<file path="config.mk">
export PLATFORM = sky130hd
export DESIGN_NAME = rxf_packet_filter
export DESIGN_NICKNAME = d
export VERILOG_FILES = /design/src/rtl/rxf_pkg.sv /design/src/rtl/rxf_classify.sv /design/src/rtl/rxf_hdr_stage.sv /design/src/rtl/rxf_packet_filter.sv
export SDC_FILE = /design/constraint.sdc
export NUM_CORES = 1
export LEC_CHECK = 0
export ABC_AREA = 1
export CORE_UTILIZATION = 50
export DETAILED_ROUTE_END_ITERATION = 8
export GPL_TIMING_DRIVEN = 0
export PLACE_DENSITY = 0.73
export SLEW_MARGIN = 20
export SYNTH_ARGS = -nofsm -noshare
export SYNTH_HDL_FRONTEND = slang
export SYNTH_SLANG_ARGS = --single-unit
export TNS_END_PERCENT = 5
</file>
<file path="constraint.sdc">
create_clock -name clk -period 5.62 [get_ports clk]
set_clock_uncertainty 0.05 [all_clocks]
set_input_delay 0.562 -clock clk [delete_from_list [all_inputs] [get_ports clk]]
set_output_delay 0.562 -clock clk [all_outputs]
set_load 0.05 [all_outputs]
</file>
<file path="src/rtl/rxf_pkg.sv">
package rxf_pkg;
  localparam int QW = 32;
  localparam int NIDW = 16;

  typedef enum logic [2:0] {
    ST_IDLE, ST_HDR, ST_FLUSH, ST_PAY, ST_STAT, ST_DROP
  } rx_state_e;

  localparam logic [3:0] ACK_COMPLETE = 4'h1;
  localparam logic [3:0] ACK_PENDING  = 4'h2;
  localparam logic [3:0] ACK_DATA_ERR = 4'hD;

  localparam logic [3:0] TC_WR_QUAD  = 4'h0;
  localparam logic [3:0] TC_WR_BLOCK = 4'h1;
  localparam logic [3:0] TC_CYC_START = 4'h8;
  localparam logic [3:0] TC_ISO      = 4'hA;

  localparam logic [9:0] BUS_LOCAL = 10'h3FF;
  localparam logic [5:0] PHY_BCAST = 6'h3F;

  localparam logic [QW-1:0] MARK_WORD = 32'h0000_00E0;

  function automatic logic [QW-1:0] status_word(input logic [3:0] code);
    return {{(QW-4){1'b0}}, code};
  endfunction
endpackage

</file>
<file path="src/rtl/rxf_classify.sv">
module rxf_classify
  import rxf_pkg::*;
(
  input  logic [NIDW-1:0] node_id,
  input  logic [QW-1:0]   q0,
  output logic            wanted,
  output logic            is_cyc,
  output logic [3:0]      good_ack
);
  logic [NIDW-1:0] dst;
  logic [3:0]      tcode;
  logic            bus_ok, phy_ok, addr_ok, is_iso;

  always_comb begin
    dst     = q0[QW-1 -: NIDW];
    tcode   = q0[7:4];
    bus_ok  = (dst[15:6] == node_id[15:6]) || (dst[15:6] == BUS_LOCAL);
    phy_ok  = (dst[5:0] == node_id[5:0]) || (dst[5:0] == PHY_BCAST);
    addr_ok = bus_ok && phy_ok;
    is_iso  = (tcode == TC_ISO);
    wanted  = is_iso || addr_ok;
    is_cyc  = !is_iso && addr_ok && (tcode == TC_CYC_START);
    good_ack = (is_iso || tcode == TC_WR_QUAD || tcode == TC_WR_BLOCK)
               ? ACK_COMPLETE : ACK_PENDING;
  end
endmodule

</file>
<file path="src/rtl/rxf_hdr_stage.sv">
module rxf_hdr_stage #(
  parameter int W     = 32,
  parameter int DEPTH = 5,
  localparam int CW   = $clog2(DEPTH + 1)
) (
  input  logic          clk,
  input  logic          rst_n,
  input  logic          push,
  input  logic [W-1:0]  din,
  input  logic          clear,
  input  logic [CW-1:0] rd_idx,
  output logic [W-1:0]  rd_data,
  output logic [W-1:0]  first_q,
  output logic [CW-1:0] count,
  output logic          full,
  output logic          ovf
);
  logic [W-1:0] mem [DEPTH];

  assign full    = (count == CW'(DEPTH));
  assign first_q = mem[0];

  always_ff @(posedge clk or negedge rst_n) begin
    if (!rst_n) begin
      count <= '0;
      ovf   <= 1'b0;
    end else if (clear) begin
      count <= '0;
      ovf   <= 1'b0;
    end else if (push) begin
      if (full) ovf <= 1'b1;
      else      count <= count + CW'(1);
    end
  end

  for (genvar e = 0; e < DEPTH; e++) begin : g_slot
    always_ff @(posedge clk) begin
      if (push && !clear && count == CW'(e)) mem[e] <= din;
    end
  end

  always_comb begin
    rd_data = '0;
    for (int e = 0; e < DEPTH; e++) begin
      if (rd_idx == CW'(e)) rd_data = mem[e];
    end
  end

  // a flush leaves nothing staged
  p_flush_empty_r3: assert property (@(posedge clk) disable iff (!rst_n)
    clear |=> count == '0);

  // each staged header quadlet takes one slot
  p_stage_grow_r2: assert property (@(posedge clk) disable iff (!rst_n)
    (push && !clear && !full) |=> count == $past(count) + CW'(1));
endmodule

</file>
<file path="src/rtl/rxf_packet_filter.sv">
module rxf_packet_filter
  import rxf_pkg::*;
#(
  parameter int HDR_DEPTH = 5,
  localparam int CW = $clog2(HDR_DEPTH + 1)
) (
  input  logic            clk,
  input  logic            rst_n,
  input  logic [15:0]     node_id,
  input  logic            in_valid,
  output logic            in_ready,
  input  logic [31:0]     in_data,
  input  logic            in_first,
  input  logic            in_hdr_end,
  input  logic            in_last,
  input  logic            in_crc_ok,
  output logic            out_valid,
  input  logic            out_ready,
  output logic [31:0]     out_data,
  output logic            cyc_valid,
  output logic [31:0]     cyc_data,
  input  logic            mark_en,
  input  logic            cycle_end
);
  rx_state_e       state;
  logic [3:0]      ack_r;
  logic            last_r;
  logic            mark_pend;
  logic [CW-1:0]   rd_idx;

  logic [QW-1:0]   stg_rd, stg_first;
  logic [CW-1:0]   stg_count;
  logic            stg_full, stg_ovf;
  logic [QW-1:0]   cls_q0;
  logic            cls_wanted, cls_cyc;
  logic [3:0]      cls_ack;

  logic beat, hdr_beat, push, hdr_fail, stg_clear, mark_go;

  assign cls_q0 = (state == ST_IDLE) ? in_data : stg_first;

  rxf_classify u_cls (
    .node_id  (node_id),
    .q0       (cls_q0),
    .wanted   (cls_wanted),
    .is_cyc   (cls_cyc),
    .good_ack (cls_ack)
  );

  always_comb begin
    in_ready  = 1'b0;
    out_valid = 1'b0;
    out_data  = '0;
    unique case (state)
      ST_IDLE: begin
        in_ready  = !mark_pend;
        out_valid = mark_pend;
        out_data  = MARK_WORD;
      end
      ST_HDR, ST_DROP: in_ready = 1'b1;
      ST_FLUSH: begin
        out_valid = 1'b1;
        out_data  = stg_rd;
      end
      ST_PAY: begin
        in_ready  = out_ready;
        out_valid = in_valid;
        out_data  = in_data;
      end
      ST_STAT: begin
        out_valid = 1'b1;
        out_data  = status_word(ack_r);
      end
      default: ;
    endcase
  end

  assign beat     = in_valid && in_ready;
  assign hdr_beat = beat && ((state == ST_IDLE && in_first) || state == ST_HDR);
  assign push     = hdr_beat && cls_wanted;
  assign hdr_fail = !in_crc_ok || stg_ovf || stg_full;
  assign mark_go  = (state == ST_IDLE) && mark_pend && out_ready;
  assign stg_clear = (hdr_beat && ((in_hdr_end && (hdr_fail || cls_cyc)) ||
                                   (!in_hdr_end && in_last)))
                   || (state == ST_STAT && out_ready);

  rxf_hdr_stage #(.W(QW), .DEPTH(HDR_DEPTH)) u_stage (
    .clk     (clk),
    .rst_n   (rst_n),
    .push    (push),
    .din     (in_data),
    .clear   (stg_clear),
    .rd_idx  (rd_idx),
    .rd_data (stg_rd),
    .first_q (stg_first),
    .count   (stg_count),
    .full    (stg_full),
    .ovf     (stg_ovf)
  );

  always_ff @(posedge clk or negedge rst_n) begin
    if (!rst_n) begin
      state     <= ST_IDLE;
      ack_r     <= ACK_COMPLETE;
      last_r    <= 1'b0;
      rd_idx    <= '0;
      cyc_valid <= 1'b0;
      cyc_data  <= '0;
      mark_pend <= 1'b0;
    end else begin
      cyc_valid <= 1'b0;
      if (cycle_end && mark_en) mark_pend <= 1'b1;
      else if (mark_go)         mark_pend <= 1'b0;
      unique case (state)
        ST_IDLE, ST_HDR: begin
          if (hdr_beat) begin
            if (!cls_wanted) begin
              state <= in_last ? ST_IDLE : ST_DROP;
            end else if (in_hdr_end) begin
              if (hdr_fail) begin
                state <= in_last ? ST_IDLE : ST_DROP;
              end else if (cls_cyc) begin
                cyc_valid <= 1'b1;
                cyc_data  <= in_data;
                state     <= in_last ? ST_IDLE : ST_DROP;
              end else begin
                ack_r  <= cls_ack;
                last_r <= in_last;
                rd_idx <= '0;
                state  <= ST_FLUSH;
              end
            end else if (in_last) begin
              state <= ST_IDLE;
            end else begin
              state <= ST_HDR;
            end
          end
        end
        ST_FLUSH: begin
          if (out_ready) begin
            rd_idx <= rd_idx + CW'(1);
            if (rd_idx + CW'(1) == stg_count) state <= last_r ? ST_STAT : ST_PAY;
          end
        end
        ST_PAY: begin
          if (beat && in_last) begin
            if (!in_crc_ok) ack_r <= ACK_DATA_ERR;
            state <= ST_STAT;
          end
        end
        ST_STAT: if (out_ready) state <= ST_IDLE;
        ST_DROP: if (beat && in_last) state <= ST_IDLE;
        default: state <= ST_IDLE;
      endcase
    end
  end

  // an offered FIFO quadlet stays put until taken
  p_out_hold_r4: assert property (@(posedge clk) disable iff (!rst_n)
    (out_valid && !out_ready) |=> (out_valid && $stable(out_data)));

  // nothing reaches the FIFO while a header is still arriving
  p_hdr_quiet_r2: assert property (@(posedge clk) disable iff (!rst_n)
    (state == ST_HDR) |-> !out_valid);

  // status quadlet carries one of the defined codes
  p_ack_code_r5: assert property (@(posedge clk) disable iff (!rst_n)
    (out_valid && state == ST_STAT) |->
      (out_data[31:4] == '0 &&
       (out_data[3:0] == ACK_COMPLETE || out_data[3:0] == ACK_PENDING ||
        out_data[3:0] == ACK_DATA_ERR)));

  // cycle-start data follows a header beat, never a FIFO write
  p_cyc_no_write_r7: assert property (@(posedge clk) disable iff (!rst_n)
    cyc_valid |-> !$past(out_valid));
endmodule

</file>
Yosys cells after proc, flatten, opt, wreduce, memory -nomap -nowiden
Memories as Yosys holds them, arrays and structs flattened.
Cells that the tools add are included.
Word-level totals
  flip-flop bits (word level): 49
  memory bits (writable): 160
  memories: 1
  output and inout bits: 67
  word-level logic and storage cells: 183
  input bits: 58
Memory list
  u_stage.mem: depth 5, width 32, rd ports 5, clocked after memory_dff 0, wr ports 1, RTL line rxf_hdr_stage.sv:18  | logic [W-1:0] mem [DEPTH];
Cells by class
  muxes and demuxes: 75
  equality and inequality tests: 34
  reduce and logical (&&, ||, !) cells: 60
  $add $sub $neg: 2
  bitwise operators: 2
Operator list (number)
  32-bit 2-to-1 mux: 10
  32-bit case mux with 4 select lines: 1
  32-bit OR reduction: 4
  3-bit 2-to-1 mux: 25
  4-bit 2-to-1 mux: 7
  1-bit 2-to-1 mux: 26
  2-bit != test (second input constant): 11
  1-bit logical AND: 21
  3-bit by 2-bit equality test with 1-bit output (second input constant): 6
  6-bit AND reduction: 3
  3-bit equality test (second input constant): 5
  3-bit case mux with 5 select lines: 1
  1-bit logical OR: 11
  10-bit equality test: 1
  10-bit equality test (second input constant): 1
  2-bit nonzero test: 5
  3-bit by 1-bit equality test with 1-bit output (second input constant): 3
  3-bit zero test: 3
  4-bit equality test (second input constant): 2
  4-bit case mux with 2 select lines: 1
  8-bit AND reduction: 1
  7-bit AND reduction: 1
  3-bit by 1-bit adder with 3-bit output (second input constant): 2
  6-bit equality test: 1
  12 further kinds: 21

Depth between registers and ports, before layout
  depth in word-level cells: 22
  mapped depth: 18
  depth with buffers taken out: 17

Cells and area by module
A second synthesis with hierarchy kept.
Second synthesis, totals
  cell total of the unflattened synthesis: 1060
  area total of the unflattened synthesis: 10067.2 sq um
Modules (own cells, without submodules)
  rxf_hdr_stage: area an instance 6730.2 sq um, times used 1, cells each 548, seq. area each 4904.7 sq um
  rxf_packet_filter: area an instance 2954.1 sq um, times used 1, cells each 430, seq. area each 1127.3 sq um
  rxf_classify: area an instance 382.9 sq um, times used 1, cells each 82, seq. area each 0.0 sq um

Worst setup path before layout
Ideal clock, no wire load.
  path kind: register to register
  from: register state[1]
  to: memory u_stage.mem[0][0], enable pin
  arrival time: 3.538 ns
  data required time: 5.149 ns
  setup time: 0.421 ns
  cell stages (with the launch flop): 13
  path slack: 1.611 ns
  buffers on the path: 2
  cell sequence: dfrtp_1 -> nor2_4 -> nand2_4 -> buf_8 -> buf_6 -> o221ai_2 -> o211a_1 -> nand2_1 -> inv_1 -> nand2_1 -> inv_1 -> nand4_1 -> nor2_1
Between the ends
  elaborated cells on any way between the ends: 61
  those cells by class: eq/ne (10); mux (20); reduce/logical (31)
RTL lines
  start: declaration: RTL line rxf_packet_filter.sv:25  | rx_state_e state;
  start signal: assignment: RTL line rxf_packet_filter.sv:118  | state <= in_last ? ST_IDLE : ST_DROP;
  start signal: assignment: RTL line rxf_packet_filter.sv:121  | state <= in_last ? ST_IDLE : ST_DROP;
  start signal: assignment: RTL line rxf_packet_filter.sv:125  | state <= in_last ? ST_IDLE : ST_DROP;
  3-bit by 1-bit equality test with 1-bit output or 3-bit equality test (tied branches): RTL line rxf_packet_filter.sv:54  | unique case (state)
  2-bit OR reduction: RTL line rxf_packet_filter.sv:54
  1-bit case mux with 3 select lines *: RTL line rxf_packet_filter.sv:54
  via in_ready: RTL line rxf_packet_filter.sv:11  | output logic in_ready,
  1-bit logical AND *: RTL line rxf_packet_filter.sv:78  | assign beat = in_valid && in_ready;
  1-bit logical AND *: RTL line rxf_packet_filter.sv:79  | assign hdr_beat = beat && ((state == ST_IDLE && in_first) || state == ST_HDR);
  1-bit logical AND: RTL line rxf_packet_filter.sv:83  | assign stg_clear = (hdr_beat && ((in_hdr_end && (hdr_fail || cls_cyc)) ||
  1-bit logical OR: RTL line rxf_packet_filter.sv:85  | || (state == ST_STAT && out_ready);
  1-bit zero test: RTL line rxf_hdr_stage.sv:38  | if (push && !clear && count == CW'(e)) mem[e] <= din;
  1-bit logical AND *: RTL line rxf_hdr_stage.sv:38
  1-bit logical AND: RTL line rxf_hdr_stage.sv:38
  1-bit 2-to-1 mux: RTL line rxf_hdr_stage.sv:38
  1-bit 2-to-1 mux (not written as such): RTL line rxf_hdr_stage.sv:38
  32-bit OR reduction (no source line)
  3-bit 2-to-1 mux (no source line) or 1-bit 2-to-1 mux (tied branches) (4 in a row)
  end: declaration: RTL line rxf_hdr_stage.sv:18
Mark *: on every way through the listed nets, which the timed path passes. The rest lies on a longest branch.

Final worst setup path
  from: register rd_idx[2]
  to: output port out_data[22]
Between the ends
  longest elaborated chain between the ends: 7
  elaborated cells on any way between the ends: 11
  those cells by class: eq/ne (4); mux (6); reduce/logical (1)
RTL lines
  start: declaration: RTL line rxf_packet_filter.sv:29  | logic [CW-1:0] rd_idx;
  start signal: assignment: RTL line rxf_packet_filter.sv:141  | rd_idx <= rd_idx + CW'(1);
  3-bit zero test: RTL line rxf_hdr_stage.sv:45  | if (rd_idx == CW'(e)) rd_data = mem[e];
  32-bit 2-to-1 mux (4 in a row): RTL line rxf_hdr_stage.sv:45
  32-bit 2-to-1 mux *: RTL line rxf_hdr_stage.sv:45
  32-bit case mux with 4 select lines *: RTL line rxf_packet_filter.sv:54
  end: declaration: RTL line rxf_packet_filter.sv:19  | output logic [31:0] out_data,
Every way passes the cells marked *; elsewhere a longest branch is shown, timed or not.

==> impl_results.md <==
- Final slew viol count: 0
- CTS H-Tree Depth: 1
- Ys flop type: edfxtp_1
- Final setup TNS: 0 ps
- Postcts setup bufs: 0
- Status: completed
- Area Growth Syn to Fin: 25.76%
- Comb power frac: 0.237
- Seq pwr share: 0.406
- Top cell type's share of synthesized area: 0.4964
- Dominant cell type by area after synthesis: edfxtp_1
- Mapped Area: 9679 µm²
- Commonest cells post-synth: nand2_1, edfxtp_1, inv_1
- Die width: 141.1 µm
- Max-Cap Viols: 0
- Max stage delay on crit path: 870 ps
- CTS Hold Bufs: 0
- Hold Path Class: in -> async
- Via Count: 7697
- CTS Buffer Depth: 3
- Setup crit start kind: register
- CP required: 5010 ps
- Syn Area/Cell: 10.60 µm²
- All-Layer GR Usage: 0.2738
- Die area: 19920 µm²
- First-pass GRT wire length: 40.99 mm
- Unrepaired setup endpoints after global routing: false
- I/O pins: 125
- Die H: 141.1 µm
- TritonCTS Buffers: 22
- Cells after Synth: 913
- Worst endpoint data arrival time: 4660 ps
- CTS root buffer: clkbuf_16
- Antenna Nets Post-Route: 0
- Xor and xnor area share after synthesis: 0.002715
- Clock share of power: 0.357
- Share of flip-flops with an asynchronous set or reset: 0.2308
- Number of cell rows: 50
- Crit path time final: 5272 ps
- CP max FO: 10
- Register-to-Register Setup Slack: 1990 ps
- Drt pass-1 iters: 5
- Crit end category: output pin
- PwrDens: 347.2 nW/µm²
- Critical path type: reg -> out
- WL/cell: 20.05 µm
- Nets: 1134
- # diodes: 0
- IO buf count: 124
- Routed Wire Length: 26.90 mm
- Largest net degree at the start of global routing: 49
- CP dominant cell by count: clkbuf_1
- Synth Register Bits: 208
- PnR worst setup slack: 347.9 ps
- Top-count cell post-synth: nand2_1
- Setup WS pre-CTS: 971.6 ps
- Static Leakage: 4.646 nW
- Worst slew pin tran: 816.9 ps
- Initial Utilization: 0.5140
- P_sw: 1.279 mW
- Vias per cell: 5.735
- Initial DRC count: 697
- Synth Net Count: 981
- Cells along the critical path: inv_1 > clkbuf_1 > clkbuf_1 > ha_1 > buf_1 > clkbuf_1 > nand2_1 > o211ai_1 > o21ai_0 > o22ai_1 > clkdlybuf4s50_1
- Post-synthesis simple-gate area fraction: 0.1714
- Final Setup Violations: 0
- Crit path max-delay cell type: clkdlybuf4s50_1
- Int Power: 2.947 mW
- Register area share after synthesis: 0.6206
- Clock-pin slew on the worst setup and hold paths: 60 ps
- Max frequency: 0.1897 GHz
- DRC: 0
- Worst vdd ir: 0.0002661 V
- Synth area leaders: edfxtp_1, dfrtp_1, nand2_1, o21ai_0, nand3_1
- Number of global-route vias before repair: 7196
- Top delay family on crit path: buffers and inverters
- Number of hold violations in the final report: 0
- # clock sinks: 208
- Net switching fraction of the power: 0.3027
- Worst skew pair latency: 510 ps
- Final Wtd Congestion: 0.8985
- Post-detail-place hpwl: 18.55 mm
- Core region area: 18830 µm²
- Max-slew headroom: 0.4541
- Adder-Cell Fraction of Synth Area: 0.01293
- Post-synthesis compound-gate area fraction: 0.1319
- Final period util: 0.9381
- Largest family of logic cells by synthesized area: simple AND/OR/NAND/NOR gates
- CP Buf/Inv Count: 6
- Mux cell area share after synthesis: 0
- Synth warn: 0
- Netlist cell types: 38
- Initial antenna violation count: 0
- Post-CTS sizing: 0
- Global route total overflow: 0
- CTS tree: done
- Share of cells above drive strength 1: 0.1017
- EDFF count, synth: 160
worst paths after layout:
path,endpoint,cells past startpoint,from
max in group asynchronous,cyc_data[9]$_DFFE_PN0P_,1,rst_n
hold / removal,u_stage.count[2]$_DFFE_PN0P_,1,rst_n
setup reg to reg,u_stage.mem[0][159]$_DFFE_PP_,16,state[1]$_DFFE_PN0P_
min in group clk,ack_r[1]$_DFFE_PN0P_,2,ack_r[1]$_DFFE_PN0P_
hold reg to reg,ack_r[1]$_DFFE_PN0P_,2,ack_r[1]$_DFFE_PN0P_
setup / recovery,out_data[22],11,rd_idx[2]$_DFFE_PN0P_
worst reg2reg max path, stage by stage, from the launching register on:
cell and delay, ps:
dfrtp_1 470, nor2_4 170, buf_6 180, buf_8 160, nand3_2 90, nand2_1 100
nand2_1 60, a21oi_1 170, nand3_1 100, nand2_1 160, nand2_1 100, nand2_2 140
nand2_1 70, inv_1 110, nand4_1 250, nor2_4 710, buf_16 240
metrics by stage:
step / utilization / hold WS [ps] / total power, mW / instances / instance area [µm²]
3_3_place_gp: 0.5972 / 403.9 / 2.719 / 1297 / 11250
2_1_floorplan: - / 216.4 / 2.423 / 913 / 9679
4_1_cts: 0.6464 / 75.65 / 4.224 / 1342 / 12170
6_report: 0.6464 / 58.01 / 4.227 / 1342 / 12170
3_5_place_dp: 0.6060 / 408.6 / 2.731 / 1302 / 11410
5_1_grt: 0.6464 / 112.2 / 4.380 / 1342 / 12170
area by class of cell:
cell class                      count  area (µm²)
Multi-Input combinational cell    577        3124
Fill cell                        1461        6658
Tap cell                          260       325.3
Timing Repair Buffer              129        1369
Clock inverter                     14       155.1
Clock buffer                       26       606.8
Buffer                             50       292.8
Inverter                           78       292.8
Sequential cell                   208        6007
metal layers:
| metal | track usage | vias up | share of wire |
|---|---|---|---|
| li1 | - | 3568 | - |
| met1 | 0.3863 | 3661 | 0.42 |
| met2 | 0.4411 | 418 | 0.47 |
| met3 | 0.04212 | 50 | 0.093 |
| met4 | 0.07666 | 0 | 0.022 |
| met5 | 0 | - | 0 |
power by group through the flow:
stage	registers (mW)	clock network (mW)	logic, mW
6_report	1.72	1.51	1.00
3_3_place_gp	1.75	0	0.971
4_1_cts	1.72	1.52	0.989
2_1_floorplan	1.74	0	0.681
5_1_grt	1.72	1.57	1.09
3_5_place_dp	1.75	0	0.983
registers in the layout (all words and copies together), names as in the netlist, 3 cells and up:
register / flops
u_stage.mem: 160
cyc_data: 32
ack_r: 3
rd_idx: 3
state: 3
u_stage.count: 3
cell usage in the layout, fill, tap and decap left out, types with 4 or more instances in the layout:
cell type,n
a21oi_1,8
buf_16,4
buf_6,11
clkbuf_1,37
clkbuf_16,23
clkdlybuf4s50_1,123
clkinv_2,6
dfrtp_1,47
edfxtp_1,160
ha_1,10
inv_1,75
nand2_1,216
nand2_2,9
nand3_1,58
nand3_2,7
nand3b_1,8
nand4_1,31
nor2_1,23
nor2_4,6
nor3_1,4
o211ai_1,37
o21ai_0,73
o21ai_1,14
o21ai_2,23
o221ai_1,7
o22ai_1,25
o311ai_0,6
kinds of logic (layout without fill, tap and decap cells):
| logic type | count (synthesis) | count (layout) |
|---|---|---|
| buffers and inverters | 128 | 297 |
| DFF | 208 | 208 |
| and+or+nand+nor | 366 | 366 |
| adders and majority gates | 10 | 10 |
| AOI/OAI and AO/OA | 198 | 198 |
| xor gates and xnor gates | 3 | 3 |
Note: power is estimated with default switching activity, not from simulation.
